===== config.mk =====
export PLATFORM = sky130hd
export DESIGN_NAME = drift_free_timer
export DESIGN_NICKNAME = d
export VERILOG_FILES = /design/src/rtl/dft_pkg.sv /design/src/rtl/dft_ctrl.sv /design/src/rtl/dft_datapath.sv /design/src/rtl/drift_free_timer.sv
export SDC_FILE = /design/constraint.sdc
export NUM_CORES = 1
export LEC_CHECK = 0
export CORE_ASPECT_RATIO = 1.1
export CORE_MARGIN = 8
export CORE_UTILIZATION = 38
export CTS_CLUSTER_SIZE = 28
export DETAILED_ROUTE_END_ITERATION = 12
export DONT_BUFFER_PORTS = 1
export SLEW_MARGIN = 20
export SYNTH_ARGS = -nofsm -noshare
export SYNTH_HDL_FRONTEND = slang
export SYNTH_SLANG_ARGS = --single-unit

===== constraint.sdc =====
create_clock -name clk -period 5.4 [get_ports clk]
set_input_delay 0.27 -clock clk [delete_from_list [all_inputs] [get_ports clk]]
set_output_delay 0.27 -clock clk [all_outputs]
set_load 0.01 [all_outputs]

===== src/rtl/dft_pkg.sv =====
package dft_pkg;
  typedef enum logic [1:0] {
    CMD_LOAD = 2'd0,
    CMD_ADD  = 2'd1,
    CMD_DIV  = 2'd2,
    CMD_NONE = 2'd3
  } dft_cmd_e;

  // strobes from control to datapath
  typedef struct packed {
    logic tick;
    logic load;
    logic add;
  } dft_strobe_t;
endpackage


===== src/rtl/dft_ctrl.sv =====
module dft_ctrl
  import dft_pkg::*;
#(
  parameter int DIV_W     = 16,
  parameter int DIV_RESET = 4
) (
  input  logic             clk,
  input  logic             rst_n,
  input  logic             wrEn,
  input  logic [1:0]       wrCmd,
  input  logic [DIV_W-1:0] divData,
  input  logic             tickEn,
  output dft_strobe_t      stb
);
  logic [DIV_W-1:0] divReg;
  logic [DIV_W-1:0] prescCnt;
  logic [DIV_W-1:0] effDiv;
  logic             divWr;
  logic             tickNow;

  always_comb begin
    divWr    = wrEn && (wrCmd == CMD_DIV);
    effDiv   = (divReg == '0) ? {{(DIV_W-1){1'b0}}, 1'b1} : divReg;
    tickNow  = tickEn && !divWr && (prescCnt >= effDiv - 1'b1);
    stb.tick = tickNow;
    stb.load = wrEn && (wrCmd == CMD_LOAD);
    stb.add  = wrEn && (wrCmd == CMD_ADD);
  end

  always_ff @(posedge clk) begin
    if (!rst_n) begin
      divReg   <= DIV_W'(DIV_RESET);
      prescCnt <= '0;
    end else if (divWr) begin
      divReg   <= divData;
      prescCnt <= '0;
    end else if (tickNow) begin
      prescCnt <= '0;
    end else if (tickEn) begin
      prescCnt <= prescCnt + 1'b1;
    end
  end

  // ticks only come while enabled
  a_r2_tick_needs_enable: assert property (@(posedge clk) disable iff (!rst_n)
    stb.tick |-> tickEn);
  // the divisor write cycle never ticks
  a_r9_no_tick_on_div: assert property (@(posedge clk) disable iff (!rst_n)
    (wrEn && wrCmd == CMD_DIV) |-> !stb.tick);
  a_r10_cmd_exclusive: assert property (@(posedge clk) disable iff (!rst_n)
    $onehot0({stb.load, stb.add, divWr}));
endmodule


===== src/rtl/dft_datapath.sv =====
module dft_datapath
  import dft_pkg::*;
#(
  parameter int CNT_W = 32
) (
  input  logic             clk,
  input  logic             rst_n,
  input  dft_strobe_t      stb,
  input  logic [CNT_W-1:0] wrData,
  input  logic             irqAck,
  output logic [CNT_W-1:0] count,
  output logic             irq
);
  localparam logic signed [CNT_W-1:0] ZERO = '0;

  logic signed [CNT_W-1:0] cntQ;
  logic signed [CNT_W-1:0] cntD;
  logic signed [CNT_W-1:0] addend;
  logic signed [CNT_W-1:0] tickDec;
  logic                    setIrq;
  logic                    irqQ;

  always_comb begin
    addend  = stb.add ? $signed(wrData) : ZERO;
    tickDec = {{(CNT_W-1){1'b0}}, stb.tick};
    if (stb.load) cntD = $signed(wrData);
    else          cntD = cntQ + addend - tickDec;
    setIrq = !stb.load &&
             ((stb.add && cntD <= ZERO) ||
              (stb.tick && !stb.add && cntQ > ZERO && cntD <= ZERO));
  end

  always_ff @(posedge clk) begin
    if (!rst_n) begin
      cntQ <= ZERO;
      irqQ <= 1'b0;
    end else begin
      cntQ <= cntD;
      if (setIrq)      irqQ <= 1'b1;
      else if (irqAck) irqQ <= 1'b0;
    end
  end

  assign count = cntQ;
  assign irq   = irqQ;

  // nothing moves the count without a strobe
  a_r2_idle_hold: assert property (@(posedge clk) disable iff (!rst_n)
    (!stb.tick && !stb.add && !stb.load) |=> $stable(count));
  // coincident tick is folded into the add
  a_r4_add_with_tick: assert property (@(posedge clk) disable iff (!rst_n)
    (stb.add && stb.tick && !stb.load) |=>
      $signed(count) == $signed($past(count)) + $signed($past(wrData)) - 1);
  // crossing from one to zero raises the flag
  a_r5_zero_cross: assert property (@(posedge clk) disable iff (!rst_n)
    (stb.tick && !stb.add && !stb.load && $signed(count) == 1) |=> irq);
  // acknowledge without a set condition clears the flag
  a_r7_ack_clears: assert property (@(posedge clk) disable iff (!rst_n)
    (irqAck && !stb.tick && !stb.add) |=> !irq);
  // load never raises the flag
  a_r3_load_quiet: assert property (@(posedge clk) disable iff (!rst_n)
    (stb.load && !irq) |=> !irq);
endmodule


===== src/rtl/drift_free_timer.sv =====
module drift_free_timer
  import dft_pkg::*;
#(
  parameter int CNT_W     = 32,
  parameter int DIV_W     = 16,
  parameter int DIV_RESET = 4
) (
  input  logic             clk,
  input  logic             rst_n,
  input  logic             wrEn,
  input  logic [1:0]       wrCmd,
  input  logic [CNT_W-1:0] wrData,
  input  logic             tickEn,
  input  logic             irqAck,
  output logic [CNT_W-1:0] count,
  output logic             irq
);
  dft_strobe_t stb;

  dft_ctrl #(.DIV_W(DIV_W), .DIV_RESET(DIV_RESET)) ctrl_i (
    .clk(clk), .rst_n(rst_n), .wrEn(wrEn), .wrCmd(wrCmd),
    .divData(wrData[DIV_W-1:0]), .tickEn(tickEn), .stb(stb)
  );

  dft_datapath #(.CNT_W(CNT_W)) dp_i (
    .clk(clk), .rst_n(rst_n), .stb(stb), .wrData(wrData),
    .irqAck(irqAck), .count(count), .irq(irq)
  );
endmodule


Yosys cells after proc, flatten, opt, wreduce, memory -nomap -nowiden
Cells that the tools add are included.
{ "word_totals": {"ff_bits": 65, "inputBits": 39, "output_inout_bits": 33, "elab_cells": 37} }
{ "op_classes": {"add_sub_neg": 4, "n_lt_le_gt_ge": 3, "n_eq_ne": 2, "mux": 5, "bitwise": 1, "n_reduce_logical": 18} }
{ "op_table": {"columns": ["cell", "n"], "rows": [
  ["32-bit two-way mux", 2],
  ["32-bit adder", 1],
  ["32-bit by 1-bit > comparator with 1-bit output (second input constant)", 1],
  ["32-bit by 1-bit <= comparator with 1-bit output (second input constant)", 1],
  ["32-bit by 2-bit subtractor with 32-bit output", 1],
  ["16-bit by 1-bit adder with 16-bit output (second input constant)", 1],
  ["16-bit >= comparator", 1],
  ["16-bit logical NOT", 1],
  ["16-bit two-way mux", 1],
  ["16-bit by 1-bit subtractor with 16-bit output (second input constant)", 1],
  ["1-bit logical AND", 10],
  ["1-bit logical NOT", 3],
  ["3-bit OR reduction", 1],
  ["2-bit by 1-bit == test with 1-bit output (second input constant)", 1],
  ["2-bit == test (second input constant)", 1],
  ["2-bit logical NOT", 1],
  ["1-bit two-way mux", 2],
  ["2-bit nonzero test", 1],
  ["1-bit logical OR", 1],
  ["1-bit NOT", 1]
]} }

Depth between registers and ports, before layout
Gate-level depths: netlist of the first run.
{ "logic_depth": {"depth_word": 12, "mapped_depth": 29, "mapped_depth_nobuf": 29} }

By module
Synthesis of the first run repeated with hierarchy kept, for this count alone.
{ "hier_totals": {"cells_unflattened": 854, "area_unflattened_um2": 6349.8} }
{ "by_module_without_submodules": {"columns": ["mod", "instances", "cells_per_inst", "area_per_inst_um2"], "rows": [
  ["dft_datapath", 1, 622, 4385.5],
  ["dft_ctrl", 1, 232, 1964.4]
]} }

Worst setup path after synthesis of the first run
OpenSTA, ideal clock, no wires.
{ "synth_path": {"kind": "reg2reg", "startpoint": "reg ctrl_i.divReg[5]", "endpoint": "reg dp_i.irqQ, in the netlist dp_i.irq", "setup_time_ps": 63, "t_arrival_ps": 5909, "required_ps": 5337, "path_slack_ps": -572, "path_stages_with_launch": 29, "path_buffers": 0, "synth_period_minus_slack_ps": 5972, "cell_sequence": "dfxtp_1 > or4_1 > nor3_1 > a41oi_1 > nor3b_1 > nor3b_1 > nand2_1 > nor3_1 > xnor2_1 > ha_1 > and4_1 > nand3_1 > o22ai_1 > a21oi_1 > inv_1 > ha_1 > inv_1 > ha_1 > fa_1 > a211oi_1 > o31ai_2 > a2111oi_0 > a211oi_1 > xnor2_1 > nand2_1 > nor4b_2 > o2111ai_1 > or4_1 > nand3b_1"} }
{ "synth_between": {"elab_chain_cells": 12, "elab_cells_between_ends": 16, "cone_classes": "add/sub: 2; order compare: 2; mux: 3; reduce/logical: 9"} }
{ "synth_rtl": {"columns": ["item", "line", "rtl"], "rows": [
  ["start, declared", "dft_ctrl.sv:15", "logic [DIV_W-1:0] divReg;"],
  ["start signal, assigned", "dft_ctrl.sv:32", "divReg <= DIV_W'(DIV_RESET);"],
  ["start signal, assigned", "dft_ctrl.sv:35", "divReg <= divData;"],
  ["16-bit logical NOT", "dft_ctrl.sv:23", "effDiv = (divReg == '0) ? {{(DIV_W-1){1'b0}}, 1'b1} : divReg;"],
  ["16-bit two-way mux (*)", "dft_ctrl.sv:23", null],
  ["16-bit by 1-bit subtractor with 16-bit output (*)", "dft_ctrl.sv:24", "tickNow = tickEn && !divWr && (prescCnt >= effDiv - 1'b1);"],
  ["16-bit >= comparator (*)", "dft_ctrl.sv:24", null],
  ["1-bit logical AND (*)", "dft_ctrl.sv:24", null],
  ["32-bit by 2-bit subtractor with 32-bit output", "dft_datapath.sv:27", "else cntD = cntQ + addend - tickDec;"],
  ["32-bit two-way mux", "dft_datapath.sv:26", "if (stb.load) cntD = $signed(wrData);"],
  ["32-bit by 1-bit <= comparator with 1-bit output", "dft_datapath.sv:29, dft_datapath.sv:30", null],
  ["1-bit logical AND (on tied branches)", "dft_datapath.sv:29, dft_datapath.sv:30", null],
  ["1-bit logical OR (*)", "dft_datapath.sv:29", "((stb.add && cntD <= ZERO) ||"],
  ["1-bit logical AND (*)", "dft_datapath.sv:28", "setIrq = !stb.load &&"],
  ["1-bit two-way mux / 2-bit nonzero test (equally long branches)", null, null],
  ["end signal, assigned", "dft_datapath.sv:36", "irqQ <= 1'b0;"],
  ["end signal, assigned", "dft_datapath.sv:39", "if (setIrq) irqQ <= 1'b1;"],
  ["end signal, assigned", "dft_datapath.sv:40", "else if (irqAck) irqQ <= 1'b0;"],
  ["end, declared", "dft_datapath.sv:21", "logic irqQ;"]
]} }
Mark *: on every way between the ends. The rest lies on a longest branch, timed or not.
A chain may end at the register's enable or synchronous reset.

Final worst setup path of the first run
{ "layout_path": {"startpoint": "reg ctrl_i.divReg[8]", "endpoint": "reg dp_i.irqQ, in the netlist dp_i.irq"} }
The elaborated chain is that of the path after synthesis.

==> metrics, run 1 <==
outcome=finished with violations; violated checks=setup timing; ys flop type=dfxtp_1; period utilisation layout=109%; Antenna diodes=0; Routability Congestion=0.927; Die H=approximately 150 um; Crit Path Class=flop to flop; RSZ-0062 raised after global routing=true; Leak Pwr=0.00322 uW; worst slew pin tran=0.797 ns; Worst-Skew Late Latency=about 0.34 ns; clk_skew=between 0.007 and 0.008 ns; ranking of synthesized cells by area=dfxtp_1 22%, ha_1 17%, nand2_1 8.1%, a21oi_1 6.6%, inv_1 6.5%; number of global-route vias before repair=about 5.8k; Worst Setup EP=dp_i.irq$_SDFFE_PN0P_; Post-synth top cells=128 x nand2_1, 102 x inv_1, 80 x ha_1; Residual DRC=0; Worst-path clk slew=around 0.060 ns; critical path's largest stage delay=0.55 ns; Clock Sinks=65; crit path buf inv count=3; Reg2Reg Launch Point=ctrl_i.divReg[8]$_SDFFE_PN0P_; total of max-cap violations=0; fin area=7280 um2; f_max=between 150 and 200 MHz; Critical Path End Type=flop; Critical Path Stages=26; reg2reg setup slack=-0.47 ns; width of the die=between 100 and 150 um; largest net degree at the start of global routing=40; DP Area=6660 um2; Fin. Hold Viols=0; Ys Warns=0; syn avg cell area=7.18 um2; area grow syn2layout=22.7%; Post-Synthesis Net Count=roughly 950; pwr dens=roughly 710 nW/um2; crit path DAT=~6.2 ns; Avg WL per Cell=approximately 17 um; #FFs+latches synth=65; Bufs on Longest Clock Path=2; I/O pin count=72; wire length of the first global-routing pass=approximately 30000 um; drt via density=about 5.5; minimum hold slack=~0.056 ns; antenna violations before repair=0; worst-path maximum fanout=5; TritonCTS buffer count=9; Tmin final=about 5.9 ns; starting DRC count in detailed routing=around 300; hpwl dp=between 10000 and 15000 um; Reg2Reg Capture Point=dp_i.irq$_SDFFE_PN0P_; CORE AREA=between 15000 and 20000 um2; worst hold-check path type=input pin to flop; Crit. Startpoint=ctrl_i.divReg[8]$_SDFFE_PN0P_; post-synth top area share=a little over a fifth; Slowest cell on crit path=or4_4; Setup violations, final=3; Mapped Area=approximately 5900 um2; Rows=48; grt ovf=0; die area=between 15000 and 20000 um2; Post-DRT Antenna Nets=0; fin. max-slew vios=0; DR vias=around 6.0k; H-tree depth=3; cell with the most instances after synthesis=nand2_1; sequential fraction of the synthesis area=about 22%; Post-synth EDFFs=0; GRT Overall Usage=19.0%; startpoint types=flop; Netlist cell types=58; fin nets=between 1k and 1.5k; CTS tree=done; Worst VDD drop=approximately 0.00041 V; CP delay by family, top=compound AO/OA/AOI/OAI gates; relative slew slack=a little under half; DR pass1 iterations=5; ys async rst share=0%; final worst slack=-0.470 ns; share of cells above drive strength 1=17.8%; Post-Route WL=around 19000 um; required time of the critical path=between 5 and 6 ns; clock root buffer=clkbuf_16; R2R cell count=26; Port Buf Inserts=0; post-synth top area cell=dfxtp_1; Starting Density=38.3%; post-synthesis instance total=around 830
==> layer usage <==
layer,global-route usage (%),share of wire (%)
met5,0,0
met4,7.12,2.9
met3,3.93,5.2
met2,32.9,50
met1,22.5,42
==> worst min path at each step <==
stage,start,cells after the start,to,slack [ns]
global placement,rst_n,1,ctrl_i.divReg[2]$_SDFFE_PN1P_,0.35
floorplan,wrData[2],2,ctrl_i.divReg[2]$_SDFFE_PN1P_,0.39
detailed placement,rst_n,1,ctrl_i.divReg[2]$_SDFFE_PN1P_,0.35
finish,rst_n,1,dp_i.count[8]$_SDFF_PN0_,0.06
global route,rst_n,1,dp_i.count[8]$_SDFF_PN0_,0.04
CTS,rst_n,1,dp_i.count[8]$_SDFF_PN0_,0.05
==> cells by family after synthesis <==
group           share of synthesized area [%]
simple gates                             24.8
compound gates                           18.8
buf+inv                                  8.33
fa+ha+maj                                17.2
flops                                    21.9
xor+xnor                                 7.53
mux                                      1.35
==> power breakdown <==
part / internal (uW) / switching, uW
clock: 362 / 249
sequential: 590 / 167
combinational: 1770 / 2050
==> registers in the layout, summed over array words and instances, names as in the netlist <==
name	cells
dp_i.irq	1
ctrl_i.prescCnt	16
dp_i.count	32
ctrl_i.divReg	16
==> repair_timing <==
item                                    CTS  global route
endpoints found under the setup margin   11            16
setup buffers                             7             7
resized for setup                        17            36
pin swaps                                22            28
hold buffers                              1             0
hold endpoints to repair                  1             0
==> metrics by stage <==
stage / setup TNS, ns / total power, uW / setup WS [ns] / utilization [%] / instances
6_report: -0.810 / 5190 / -0.470 / 47.0 / 1088
5_1_grt: -2.33 / 5630 / -0.693 / 47.0 / 1088
2_1_floorplan: -0.234 / 2980 / -0.234 / - / 826
3_3_place_gp: -1.50 / 4210 / -0.603 / 43.0 / 1062
3_5_place_dp: -1.94 / 4190 / -0.721 / 43.0 / 1062
4_1_cts: -0.814 / 5010 / -0.416 / 46.0 / 1086
==> layout by cell type (no fill, tap or decap), drive strengths merged, types with 12 or more instances in the layout <==
master / n
a21oi: 79
a211oi: 13
xnor2: 23
and2: 14
dfxtp: 65
xor2: 28
o21ai: 27
nor4: 16
buf: 72
nor2: 69
nand4: 12
nor3: 20
ha: 80
inv: 103
and3: 18
nand2: 128
==> layout make-up <==
cell class	count	area [um2]
Multi-Input combinational cell	632	4480
Inverter	102	385
Sequential cell	65	1300
Fill cell	1573	8220
Clock buffer	9	225
Timing Repair Buffer	73	558
Clock inverter	7	80.1
Tap cell	200	250
Note: power is estimated with default switching activity, not from simulation.
==> run 2: changes to the inputs <==
--- a/config.mk
+++ b/config.mk
@@ -14,4 +14,5 @@
 export SLEW_MARGIN = 20
 export SYNTH_ARGS = -nofsm -noshare
 export SYNTH_HDL_FRONTEND = slang
+export SYNTH_HIERARCHICAL = 1
 export SYNTH_SLANG_ARGS = --single-unit
==> run 2 against run 1 <==
Compared with the run above:
- the run still ends with setup timing left
- non-clock buffer count up 1
- global-route usage up 0.088 points
- setup slack better by 0.076 ns
- largest power group unchanged
- highest routed layer unchanged
==> metrics, run 2 <==
Worst-Skew Late Latency=between 0.3 and 0.4 ns; Mapped Area=6350 um2; Setup violations, final=7; relative slew slack=a little over half; setup TNS=-1.02 ns; critical path's largest stage delay=between 0.5 and 0.6 ns; NetSw=~2600 uW; Starting Density=around 39%; ys async rst share=0%; Hold Path Origin=rst_n; largest net degree at the start of global routing=37; Placed Cells incl. Taps=1077; share of cells above drive strength 1=around a fifth; Post-synth top cells=125 x nand2_1, 102 x inv_1, 80 x ha_1; max reg flops=32; Reg2Reg Launch Point=ctrl_i/divReg[6]$_SDFFE_PN0P_; Tmin final=between 5 and 6 ns; worst slew pin tran=roughly 0.71 ns; Sw Ratio=between 40% and 50%; wire length of the first global-routing pass=between 30000 and 40000 um; Worst Setup EP=dp_i/irq$_SDFFE_PN0P_; starting DRC count in detailed routing=roughly 400; antenna violations before repair=0; Die H=between 150 and 200 um; Critical Path Stages=27; Seq pwr share=14.0%; commonest non-fill, non-tap cell in the layout=nand2_1; Avg WL per Cell=18.3 um; R2R cell count=27; Leak Pwr=about 0.0033 uW; sequential fraction of the synthesis area=about 20%; #FFs+latches synth=65; grt ovf=0; Clock Sinks=65; CP delay by family, top=simple AND/OR/NAND/NOR gates; period utilisation layout=107%; Bufs on Longest Clock Path=2; Reg2Reg Capture Point=dp_i/irq$_SDFFE_PN0P_; Finished Core Util=between 40 and 50%; Residual DRC=0; Post-Route WL=around 20000 um; CTS tree=done; I/O pin count=slightly above 70; RSZ-0062 raised after global routing=true; startpoint types=flop; Fin. Hold Viols=0; Rows=between 40 and 50; Finished Layout Cells=between 1k and 1.5k; Ys Warns=6; Port Buf Inserts=0; Crit Path Class=flop to flop; Netlist cell types=84; clk_skew=roughly 0.0082 ns; H-tree depth=3; post-synth top area share=20.5%; required time of the critical path=5.63 ns; crit path buf inv count=2; Post-Synthesis Net Count=approximately 970; CORE AREA=16400 um2; width of the die=approximately 140 um; Antenna diodes=0; Gate power share=about three quarters; Slowest cell on crit path=or4_4; Power Internal=~2900 uW; reg2reg setup slack=-0.39 ns; ys flop type=dfxtp_1; cell with the most instances after synthesis=nand2_1; clock root buffer=clkbuf_16; Post-DRT Antenna Nets=0; worst-path maximum fanout=6; Worst-path clk slew=0.06 ns; TritonCTS buffer count=9; pwr dens=693 nW/um2; fin. max-slew vios=0; total of max-cap violations=0; ranking of synthesized cells by area=dfxtp_1 20%, ha_1 16%, nand2_1 7.4%, inv_1 6.0%, a21oi_1 3.5%; number of global-route vias before repair=about 6.0k; DR vias=6251; worst hold-check path type=input pin to flop; Worst VDD drop=0.000308 V; violated checks=setup timing; crit path DAT=roughly 6.0 ns; area grow syn2layout=24.2%; Crit. Startpoint=ctrl_i/divReg[6]$_SDFFE_PN0P_; fin nets=1022; commonest non-fill, non-tap cells in the layout=124 x nand2_1, 100 x inv_1, 76 x ha_1; post-synth top area cell=dfxtp_1; minimum hold slack=between 0.05 and 0.06 ns; Routability Congestion=~0.87; outcome=finished with violations; drt via density=roughly 5.6; GRT Overall Usage=19.1%; f_max=between 150 and 200 MHz; die area=around 21000 um2; final worst slack=-0.394 ns; Post-synth EDFFs=0; hpwl dp=approximately 16000 um; post-synthesis instance total=~850; DR pass1 iterations=4; Critical Path End Type=flop; clock network power share=12.6%; syn avg cell area=about 7.4 um2
[run 2: cell count changes in the layout (fill, tap and decap cells not counted), sizes merged, moves of 6 or more]
cell    change
a21oi      -32
nor3       +17
nand3       +8
xor2        -9
a21boi     +14
and3        -6
nand2b     +10
nor2       -22
[run 2: cells by family after synthesis]
family | share of synthesized area [%]
compound gates | 20.7
xor+xnor | 5.93
fa+ha+maj | 16.1
buf+inv | 8.89
flops | 20.5
mux | 1.60
simple gates | 26.3
[run 2: power groups by stage]
stage	sequential, uW	clock (uW)	combinational [uW]
4_1_cts	774	706	3580
5_1_grt	780	727	4370
6_report	768	691	4010
3_3_place_gp	786	0	3400
3_5_place_dp	785	0	3390
2_1_floorplan	712	0	2440
[run 2: final cells by class]
class	count	area, um2
well taps	204	255
repair buffers	74	588
clock inverters	7	119
clock buffers	9	225
fillers	1584	8480
multi-input cells	648	5010
flip-flops and latches	65	1300
inverters	104	390
[run 2: timing repair]
| action | in CTS | in global routing |
|---|---|---|
| resized for setup | 22 | 46 |
| endpoints found under the hold margin | 1 | 0 |
| gates cloned | 0 | 0 |
| hold buffers | 1 | 0 |
| buffers inserted | 7 | 10 |
| pin swaps | 19 | 27 |
| endpoints found under the setup margin | 17 | 24 |
[run 2: metrics by stage]
stage               instance area (um2)  worst slack [ns]  power [uW]
floorplan                          6530            -0.599        3150
global placement                   7030            -0.467        4180
detailed placement                 7030            -0.503        4170
CTS                                7560            -0.371        5060
global route                       7890            -0.746        5880
finish                             7890            -0.394        5470
[run 2: worst min-delay path by stage]
stage | to | depth (start not counted) | slack (ns)
2_1_floorplan | ctrl_i/divReg[2]$_SDFFE_PN1P_ | 2 | 0.39
3_5_place_dp | ctrl_i/divReg[2]$_SDFFE_PN1P_ | 1 | 0.36
5_1_grt | dp_i/count[4]$_SDFF_PN0_ | 1 | 0.04
6_report | dp_i/count[22]$_SDFF_PN0_ | 1 | 0.05
4_1_cts | dp_i/count[27]$_SDFF_PN0_ | 1 | 0.04
3_3_place_gp | ctrl_i/divReg[2]$_SDFFE_PN1P_ | 1 | 0.35
[run 2: worst register-to-register path, stage by stage (launching register included)]
cell and delay [ns]:
dfxtp_2 0.31, or4_4 0.52, or4_4 0.46, nor3_4 0.13, a21oi_2 0.08, ha_2 0.21, nand2b_4 0.12, nor4_4 0.06
xnor2_1 0.13, ha_1 0.30, nand4_1 0.17, nor3_2 0.18, nand3b_1 0.14, a31oi_4 0.24, ha_4 0.23, inv_2 0.06
ha_4 0.12, inv_2 0.04, fa_2 0.34, nand2b_4 0.16, a21oi_4 0.18, o211ai_4 0.16, a211o_4 0.41, and3b_1 0.19
o311ai_0 0.44, a221oi_1 0.10, nand4_1 0.14, o21ai_1 0.06
[run 2: routing by layer]
| metal | track usage [%] | up-vias | wire, um |
|---|---|---|---|
| li1 | - | 3093 | - |
| met2 | 34.4 | 139 | 10200 |
| met1 | 21.7 | 2988 | 8450 |
| met3 | 4.51 | 31 | 1240 |
| met5 | 0 | - | 0 |
| met4 | 7.52 | 0 | 403 |
